==> config.mk <==
export PLATFORM = sky130hd
export DESIGN_NAME = early_load_gate
export DESIGN_NICKNAME = d
export VERILOG_FILES = /design/src/rtl/elg_pkg.sv /design/src/rtl/elg_ctrl.sv /design/src/rtl/elg_dpath.sv /design/src/rtl/early_load_gate.sv
export SDC_FILE = /design/constraint.sdc
export NUM_CORES = 2
export LEC_CHECK = 0
export BUFFER_PORTS_ARGS = -buffer_cell sky130_fd_sc_hd__buf_2
export CAP_MARGIN = 20
export CORE_UTILIZATION = 40
export CTS_CLUSTER_SIZE = 24
export DETAILED_ROUTE_END_ITERATION = 6
export GPL_ROUTABILITY_DRIVEN = 0
export MAX_ROUTING_LAYER = met4
export PLACE_DENSITY = 0.58
export SETUP_SLACK_MARGIN = 0.5
export SYNTH_ARGS = -nofsm -noshare
export SYNTH_HDL_FRONTEND = slang
export SYNTH_SLANG_ARGS = --single-unit
==> constraint.sdc <==
create_clock -name clk -period 8.52 [get_ports clk]
set_input_delay 1.704 -clock clk [delete_from_list [all_inputs] [get_ports clk]]
set_output_delay 1.704 -clock clk [all_outputs]
set_load 0.005 [all_outputs]
==> src/rtl/elg_pkg.sv <==
package elg_pkg;
  // Strobes from control to datapath, one set per cycle
  typedef struct packed {
    logic push;   // write incoming store into pushSlot
    logic pop;    // drop slot 0 and shift down
    logic flush;  // clear entries younger than flushId
  } elg_strobe_t;
endpackage

==> src/rtl/elg_ctrl.sv <==
module elg_ctrl
  import elg_pkg::*;
#(
  parameter int DEPTH  = 8,
  parameter int SLOT_W = $clog2(DEPTH),
  parameter int CNT_W  = $clog2(DEPTH + 1)
) (
  input  logic              clk,
  input  logic              rstN,
  input  logic              stVld,
  input  logic              retireVld,
  input  logic              flushVld,
  input  logic              ldVld,
  input  logic [DEPTH-1:0]  validVec,
  input  logic              hitAny,
  output elg_strobe_t       stb,
  output logic [SLOT_W-1:0] pushSlot,
  output logic              stReady,
  output logic              ldGrant,
  output logic              ldDeny
);

  logic [CNT_W-1:0] count;
  logic [CNT_W-1:0] countAfterPop;

  always_comb begin
    count         = CNT_W'($countones(validVec));
    stReady       = (count < CNT_W'(DEPTH)) && !flushVld;
    stb.push      = stVld && stReady;
    stb.pop       = retireVld && (count != '0);
    stb.flush     = flushVld;
    countAfterPop = count - {{(CNT_W-1){1'b0}}, stb.pop};
    pushSlot      = SLOT_W'(countAfterPop);
  end

  always_ff @(posedge clk or negedge rstN) begin
    if (!rstN) begin
      ldGrant <= 1'b0;
      ldDeny  <= 1'b0;
    end else begin
      ldGrant <= ldVld && !hitAny;
      ldDeny  <= ldVld && hitAny;
    end
  end

  assert_resp_excl_R2: assert property (@(posedge clk) disable iff (!rstN)
    $onehot0({ldGrant, ldDeny}));
  assert_resp_due_R2: assert property (@(posedge clk) disable iff (!rstN)
    ldVld |=> (ldGrant || ldDeny));
  assert_resp_idle_R2: assert property (@(posedge clk) disable iff (!rstN)
    !ldVld |=> !(ldGrant || ldDeny));
  assert_no_overflow_R9: assert property (@(posedge clk) disable iff (!rstN)
    stb.push |-> (count < CNT_W'(DEPTH)));
  assert_full_stall_R9: assert property (@(posedge clk) disable iff (!rstN)
    (count == CNT_W'(DEPTH)) |-> !stReady);
  assert_flush_stall_R8: assert property (@(posedge clk) disable iff (!rstN)
    flushVld |-> !stb.push);
  assert_empty_pop_R7: assert property (@(posedge clk) disable iff (!rstN)
    (retireVld && validVec == '0 && !stVld) |=> (validVec == '0));

endmodule

==> src/rtl/elg_dpath.sv <==
module elg_dpath
  import elg_pkg::*;
#(
  parameter int ADDR_W = 32,
  parameter int SIZE_W = 2,
  parameter int ID_W   = 6,
  parameter int DEPTH  = 8,
  parameter int SLOT_W = $clog2(DEPTH)
) (
  input  logic              clk,
  input  logic              rstN,
  input  elg_strobe_t       stb,
  input  logic [SLOT_W-1:0] pushSlot,
  input  logic              stTracked,
  input  logic [ADDR_W-1:0] stAddr,
  input  logic [SIZE_W-1:0] stSize,
  input  logic [ID_W-1:0]   stId,
  input  logic [ID_W-1:0]   flushId,
  input  logic [ADDR_W-1:0] ldAddr,
  input  logic [SIZE_W-1:0] ldSize,
  output logic [DEPTH-1:0]  validVec,
  output logic [DEPTH-1:0]  untrkVec,
  output logic              hitAny
);

  localparam int EXT_W = ADDR_W + 1;

  // Byte ranges [a, a+2^sa) and [b, b+2^sb) share a byte
  function automatic logic rangesMeet(input logic [ADDR_W-1:0] aAddr,
                                      input logic [SIZE_W-1:0] aSize,
                                      input logic [ADDR_W-1:0] bAddr,
                                      input logic [SIZE_W-1:0] bSize);
    logic [EXT_W-1:0] aLo, aHi, bLo, bHi;
    aLo = {1'b0, aAddr};
    bLo = {1'b0, bAddr};
    aHi = aLo + (EXT_W'(1) << aSize);
    bHi = bLo + (EXT_W'(1) << bSize);
    return (aLo < bHi) && (bLo < aHi);
  endfunction

  logic [ADDR_W-1:0] entAddr [DEPTH];
  logic [SIZE_W-1:0] entSize [DEPTH];
  logic [ID_W-1:0]   entId   [DEPTH];
  logic [DEPTH-1:0]  entVld;
  logic [DEPTH-1:0]  entTrk;
  logic [DEPTH-1:0]  slotHit;
  logic              inHit;

  for (genvar s = 0; s < DEPTH; s++) begin : g_slot
    logic              vQ, tQ;
    logic [ADDR_W-1:0] aQ;
    logic [SIZE_W-1:0] zQ;
    logic [ID_W-1:0]   iQ;
    logic              shVld, shTrk;
    logic [ADDR_W-1:0] shAddr;
    logic [SIZE_W-1:0] shSize;
    logic [ID_W-1:0]   shId;
    logic [ID_W-1:0]   ageDiff;
    logic              dropIt;
    logic              takeNew;

    // Source of this slot after an optional shift toward slot 0
    if (s == DEPTH - 1) begin : g_top
      assign shVld  = stb.pop ? 1'b0 : entVld[s];
      assign shTrk  = entTrk[s];
      assign shAddr = entAddr[s];
      assign shSize = entSize[s];
      assign shId   = entId[s];
    end else begin : g_mid
      assign shVld  = stb.pop ? entVld[s+1]  : entVld[s];
      assign shTrk  = stb.pop ? entTrk[s+1]  : entTrk[s];
      assign shAddr = stb.pop ? entAddr[s+1] : entAddr[s];
      assign shSize = stb.pop ? entSize[s+1] : entSize[s];
      assign shId   = stb.pop ? entId[s+1]   : entId[s];
    end

    // Younger than the flush point in modular sequence order
    assign ageDiff = shId - flushId;
    assign dropIt  = stb.flush && (ageDiff != '0) && !ageDiff[ID_W-1];
    assign takeNew = stb.push && (pushSlot == SLOT_W'(s));

    always_ff @(posedge clk or negedge rstN) begin
      if (!rstN) begin
        vQ <= 1'b0;
        tQ <= 1'b0;
        aQ <= '0;
        zQ <= '0;
        iQ <= '0;
      end else if (takeNew) begin
        vQ <= 1'b1;
        tQ <= stTracked;
        aQ <= stAddr;
        zQ <= stSize;
        iQ <= stId;
      end else begin
        vQ <= shVld && !dropIt;
        tQ <= shTrk;
        aQ <= shAddr;
        zQ <= shSize;
        iQ <= shId;
      end
    end

    assign entVld[s]  = vQ;
    assign entTrk[s]  = tQ;
    assign entAddr[s] = aQ;
    assign entSize[s] = zQ;
    assign entId[s]   = iQ;

    assign slotHit[s] = vQ && (!tQ || rangesMeet(aQ, zQ, ldAddr, ldSize));
  end

  // Store accepted this cycle is older than the load of this cycle
  assign inHit    = stb.push && (!stTracked || rangesMeet(stAddr, stSize, ldAddr, ldSize));
  assign hitAny   = (|slotHit) || inHit;
  assign validVec = entVld;
  assign untrkVec = entVld & ~entTrk;

  assert_prefix_R7: assert property (@(posedge clk) disable iff (!rstN)
    (entVld & (entVld + DEPTH'(1))) == '0);
  assert_push_lands_R9: assert property (@(posedge clk) disable iff (!rstN)
    (stb.push && !stb.pop) |=> ($countones(entVld) >= 1));

endmodule

==> src/rtl/early_load_gate.sv <==
module early_load_gate
  import elg_pkg::*;
#(
  parameter int ADDR_W = 32,
  parameter int SIZE_W = 2,
  parameter int ID_W   = 6,
  parameter int DEPTH  = 8
) (
  input  logic              clk,
  input  logic              rstN,
  input  logic              stVld,
  input  logic              stTracked,
  input  logic [ADDR_W-1:0] stAddr,
  input  logic [SIZE_W-1:0] stSize,
  input  logic [ID_W-1:0]   stId,
  output logic              stReady,
  input  logic              retireVld,
  input  logic              flushVld,
  input  logic [ID_W-1:0]   flushId,
  input  logic              ldVld,
  input  logic [ADDR_W-1:0] ldAddr,
  input  logic [SIZE_W-1:0] ldSize,
  output logic              ldGrant,
  output logic              ldDeny
);

  localparam int SLOT_W = $clog2(DEPTH);
  localparam int CNT_W  = $clog2(DEPTH + 1);

  elg_strobe_t       stb;
  logic [SLOT_W-1:0] pushSlot;
  logic [DEPTH-1:0]  validVec;
  logic [DEPTH-1:0]  untrkVec;
  logic              hitAny;

  elg_ctrl #(.DEPTH(DEPTH), .SLOT_W(SLOT_W), .CNT_W(CNT_W)) u_ctrl (
    .clk(clk), .rstN(rstN), .stVld(stVld), .retireVld(retireVld),
    .flushVld(flushVld), .ldVld(ldVld), .validVec(validVec), .hitAny(hitAny),
    .stb(stb), .pushSlot(pushSlot), .stReady(stReady),
    .ldGrant(ldGrant), .ldDeny(ldDeny)
  );

  elg_dpath #(.ADDR_W(ADDR_W), .SIZE_W(SIZE_W), .ID_W(ID_W), .DEPTH(DEPTH),
              .SLOT_W(SLOT_W)) u_dp (
    .clk(clk), .rstN(rstN), .stb(stb), .pushSlot(pushSlot),
    .stTracked(stTracked), .stAddr(stAddr), .stSize(stSize), .stId(stId),
    .flushId(flushId), .ldAddr(ldAddr), .ldSize(ldSize),
    .validVec(validVec), .untrkVec(untrkVec), .hitAny(hitAny)
  );

  assert_barrier_R5: assert property (@(posedge clk) disable iff (!rstN)
    (ldVld && (untrkVec != '0)) |=> ldDeny);
  assert_empty_grant_R4: assert property (@(posedge clk) disable iff (!rstN)
    (ldVld && validVec == '0 && !stVld) |=> ldGrant);
  assert_same_cycle_R6: assert property (@(posedge clk) disable iff (!rstN)
    (ldVld && stVld && stReady && !stTracked) |=> ldDeny);

endmodule

==> impl_metrics.py <==
metrics = {
    "die": {
        "die_area_mm2": 0.08931,
        "num_rows": 108,
        "die_y_um": 298.9,
        "die_w_um": 298.9,
        "io_pins": 90,
        "start_util": 0.4050,
        "fp.coreArea_mm2": 0.08702,
    },
    "final_layout": {
        "layout-drive-gt1-share": 0.07000,
        "layout_common_cells": "770 x nand2_1, 646 x ha_1, 406 x nor2_1",
        "layout_commonest_cell": "nand2_1",
        "nets": 5075,
        "final_util": 0.4433,
        "area_growth_pct": 9.442,
    },
    "setup_path": {
        "crit_fanout": 10,
        "cp_slowest_stage_delay_ns": 0.83,
        "crit_chain": "buf_2, ha_1, fa_1, a21o_1, a21oi_1, nor2_1, nand2_1, xor2_1, ha_1, nand4_1, nor2_1, nand2_1, a31oi_1, a211oi_1, o311ai_0, o21ai_0, a2111o_1, o31a_1",
        "worst_setup_path_end_kind": "register",
        "cpMaxStageDelayCell": "xor2_1",
        "crit_buf_inv": 1,
        "startpoint_type": "primary input",
        "critPathKind": "in -> reg",
        "cp.arrival_ns": 6.62,
        "critPathTopFamily": "compound AO/OA/AOI/OAI gates",
        "worstPathRequired_ns": 9.01,
    },
    "clocking": {
        "clk_latency_ns": 0.61,
        "post_cts_buffers": 0,
        "postCtsHoldBufs": 0,
        "cts_sinks": 338,
        "tritoncts": "built",
        "cts_buffers": 45,
        "cts_max_level": 2,
        "clkTransAtPathRegs_ns": 0.06,
        "cts_buffer_depth": 3,
        "root_buffer": "clkbuf_16",
        "cts_resized": 0,
    },
    "detailed_routing": {
        "wl_per_cell_um": 21.47,
        "routed_via_density": 5.841,
        "drt_iter0_drc": 2455,
        "ant_nets": 0,
        "drc": 0,
        "wl_mm": 118.5,
        "drt-pass1-iter-count": 5,
        "vias": 32220,
    },
    "logic_synthesis": {
        "synth_fp_nets": 5065,
        "synth.cell_area_mm2": 0.03525,
        "yosysWarnings": 0,
        "synth-adder-area-share": 0.2418,
        "synth_edf_count": 0,
        "synth_xor_area_frac": 0.08498,
        "synthSimpleGateAreaFrac": 0.2186,
        "ys_ff_latch": 338,
        "syn_avg_cell_area_um2": 8.178,
        "synth_top_family_by_area": "adder cells",
        "synth_cell_types": 71,
        "async_flop_share": 1.000,
        "muxShareOfSynthArea": 0.02588,
        "synth_compound_area_frac": 0.1620,
        "synth_ff_type": "dfrtp_1",
        "netlist_instances": 4310,
        "ys_seq_area_frac": 0.2400,
    },
    "sta": {
        "finalHoldViolCount": 0,
        "finalCriticalPeriod_ns": 6.132,
        "final.setup.tns_ns": 0,
        "slew_headroom": 0.2007,
        "setup_viol_count_final": 0,
        "period_share": 0.7197,
        "whs_ns": 0.5437,
        "finalMaxSlewViolations": 0,
        "rsz0062_at_grt": "false",
        "fmax_mhz": 163.1,
        "worst_slew_pin_slew_ns": 1.190,
        "skew_ns": 0.02892,
    },
    "hold_path": {
        "hold_class": "reg -> reg",
    },
    "placed_design": {
        "dp_hpwl_mm": 89.79,
        "io_buffers": 89,
    },
    "pwr": {
        "p_per_area_mw_per_mm2": 364.0,
        "worst_ir_drop_vdd_v": 0.001010,
        "power.leakage_uw": 0.01776,
    },
    "global_routing": {
        "grt_pass1_vias": 31220,
        "antenna_found_initial": 4,
        "grt_overflow": 0,
        "grt_max_degree": 135,
        "grt.total_usage": 0.2708,
        "grt_pass1_wl_mm": 183.2,
    },
    "outcome": {
        "outcome": "complete, no violations",
    },
    "run": {
        "drv_cap": 0,
    },
}
-- registers in the layout, summed over array words and instances (netlist names) --
name                cells
u_dp.g_slot.aQ        256
u_dp.g_slot.iQ         48
u_dp.g_slot.zQ         14
u_dp.g_slot.vQ          8
u_dp.g_slot.tQ          7
u_dp.g_slot.shSize      2
u_ctrl.ldDeny           1
u_ctrl.ldGrant          1
u_dp.g_slot.shTrk       1
-- cell usage after synthesis (all sizes together) (6+ instances only) --
cell / count / area share
nand2: 772 / 0.082
ha: 646 / 0.23
nor2: 406 / 0.043
dfrtp: 338 / 0.24
a21oi: 258 / 0.037
a31oi: 244 / 0.043
xor2: 200 / 0.050
clkbuf: 164 / 0.018
nand3: 155 / 0.022
a21o: 147 / 0.031
xnor2: 142 / 0.035
o21ai: 135 / 0.019
nand4: 121 / 0.022
inv: 74 / 0.0079
mux2: 65 / 0.021
nor2b: 46 / 0.0082
and3: 45 / 0.0080
and4: 40 / 0.0099
nor3: 33 / 0.0047
a211oi: 25 / 0.0053
and2: 23 / 0.0041
fa: 22 / 0.012
nor4: 19 / 0.0039
mux2i: 18 / 0.0051
nand2b: 16 / 0.0028
o21a: 15 / 0.0032
o211ai: 14 / 0.0030
a2111oi: 13 / 0.0034
buf: 12 / 0.0013
o21bai: 9 / 0.0019
a221oi: 8 / 0.0020
nand4b: 8 / 0.0020
a211o: 6 / 0.0015
o2111ai: 6 / 0.0015
-- through the flow --
| step | power, uW | instance area, um2 | std cells | setup slack (ns) |
|---|---|---|---|---|
| final | 14040 | 38580 | 5516 | 2.388 |
| after global routing | 15320 | 38580 | 5516 | 2.010 |
| after CTS | 14050 | 38540 | 5511 | 2.264 |
| after detailed placement | 11930 | 36960 | 5427 | 1.815 |
| after global placement | 11780 | 36960 | 5427 | 1.905 |
| after floorplan | 9393 | 35250 | 4310 | 2.902 |
-- final timing paths --
| path | from | endpoint | slack, ns | depth (start not counted) |
|---|---|---|---|---|
| max in group asynchronous | rstN | u_dp.g_slot[0].aQ[0] | 5.97 | 2 |
| min reg2reg | u_dp.g_slot[7].iQ[4] | u_dp.g_slot[7].iQ[4] | 0.54 | 1 |
| max reg2reg | u_dp.g_slot[2].vQ | u_dp.g_slot[0].vQ | 2.40 | 19 |
| min in group asynchronous | rstN | u_dp.g_slot[7].iQ[5] | 1.08 | 1 |
| max | ldAddr[0] | u_ctrl.ldDeny | 2.39 | 18 |
| min | u_dp.g_slot[7].iQ[4] | u_dp.g_slot[7].iQ[4] | 0.54 | 1 |
-- cell type report --
cell class / instances / area, um2
inverter: 74 / 285.3
clock inverter: 18 / 210.2
multi-input combinational: 3722 / 25940
fill: 8757 / 48450
tap: 1155 / 1445
timing repair buffer: 139 / 863.3
antenna: 4 / 10.01
clock buffer: 66 / 1368
sequential: 338 / 8458
-- power breakdown --
part / internal (uW) / leakage [uW] / switching, uW
combinational: 3270 / 0.0126 / 5310
sequential: 2330 / 0.00442 / 1090
clock: 1240 / 0.000780 / 818
total: 6830 / 0.0178 / 7210
-- per-layer routing --
| metal | global-route usage | wire length, um |
|---|---|---|
| met3 | 0.03221 | 6736 |
| met5 | - | 0 |
| met2 | 0.4352 | 55120 |
| met1 | 0.3531 | 52700 |
| met4 | 0.08771 | 3895 |
-- kinds of logic (layout without fill, tap and decap cells) --
logic type	after synthesis	in the layout
AND/OR/NAND/NOR	1710	1710
AO/OA/AOI/OAI	919	919
buffers and inverters	250	297
XOR/XNOR	342	342
adder cells (fa/ha/maj)	668	668
other	0	4
flip-flops	338	338
multiplexers	83	83
(Power assumes the default switching activity.)
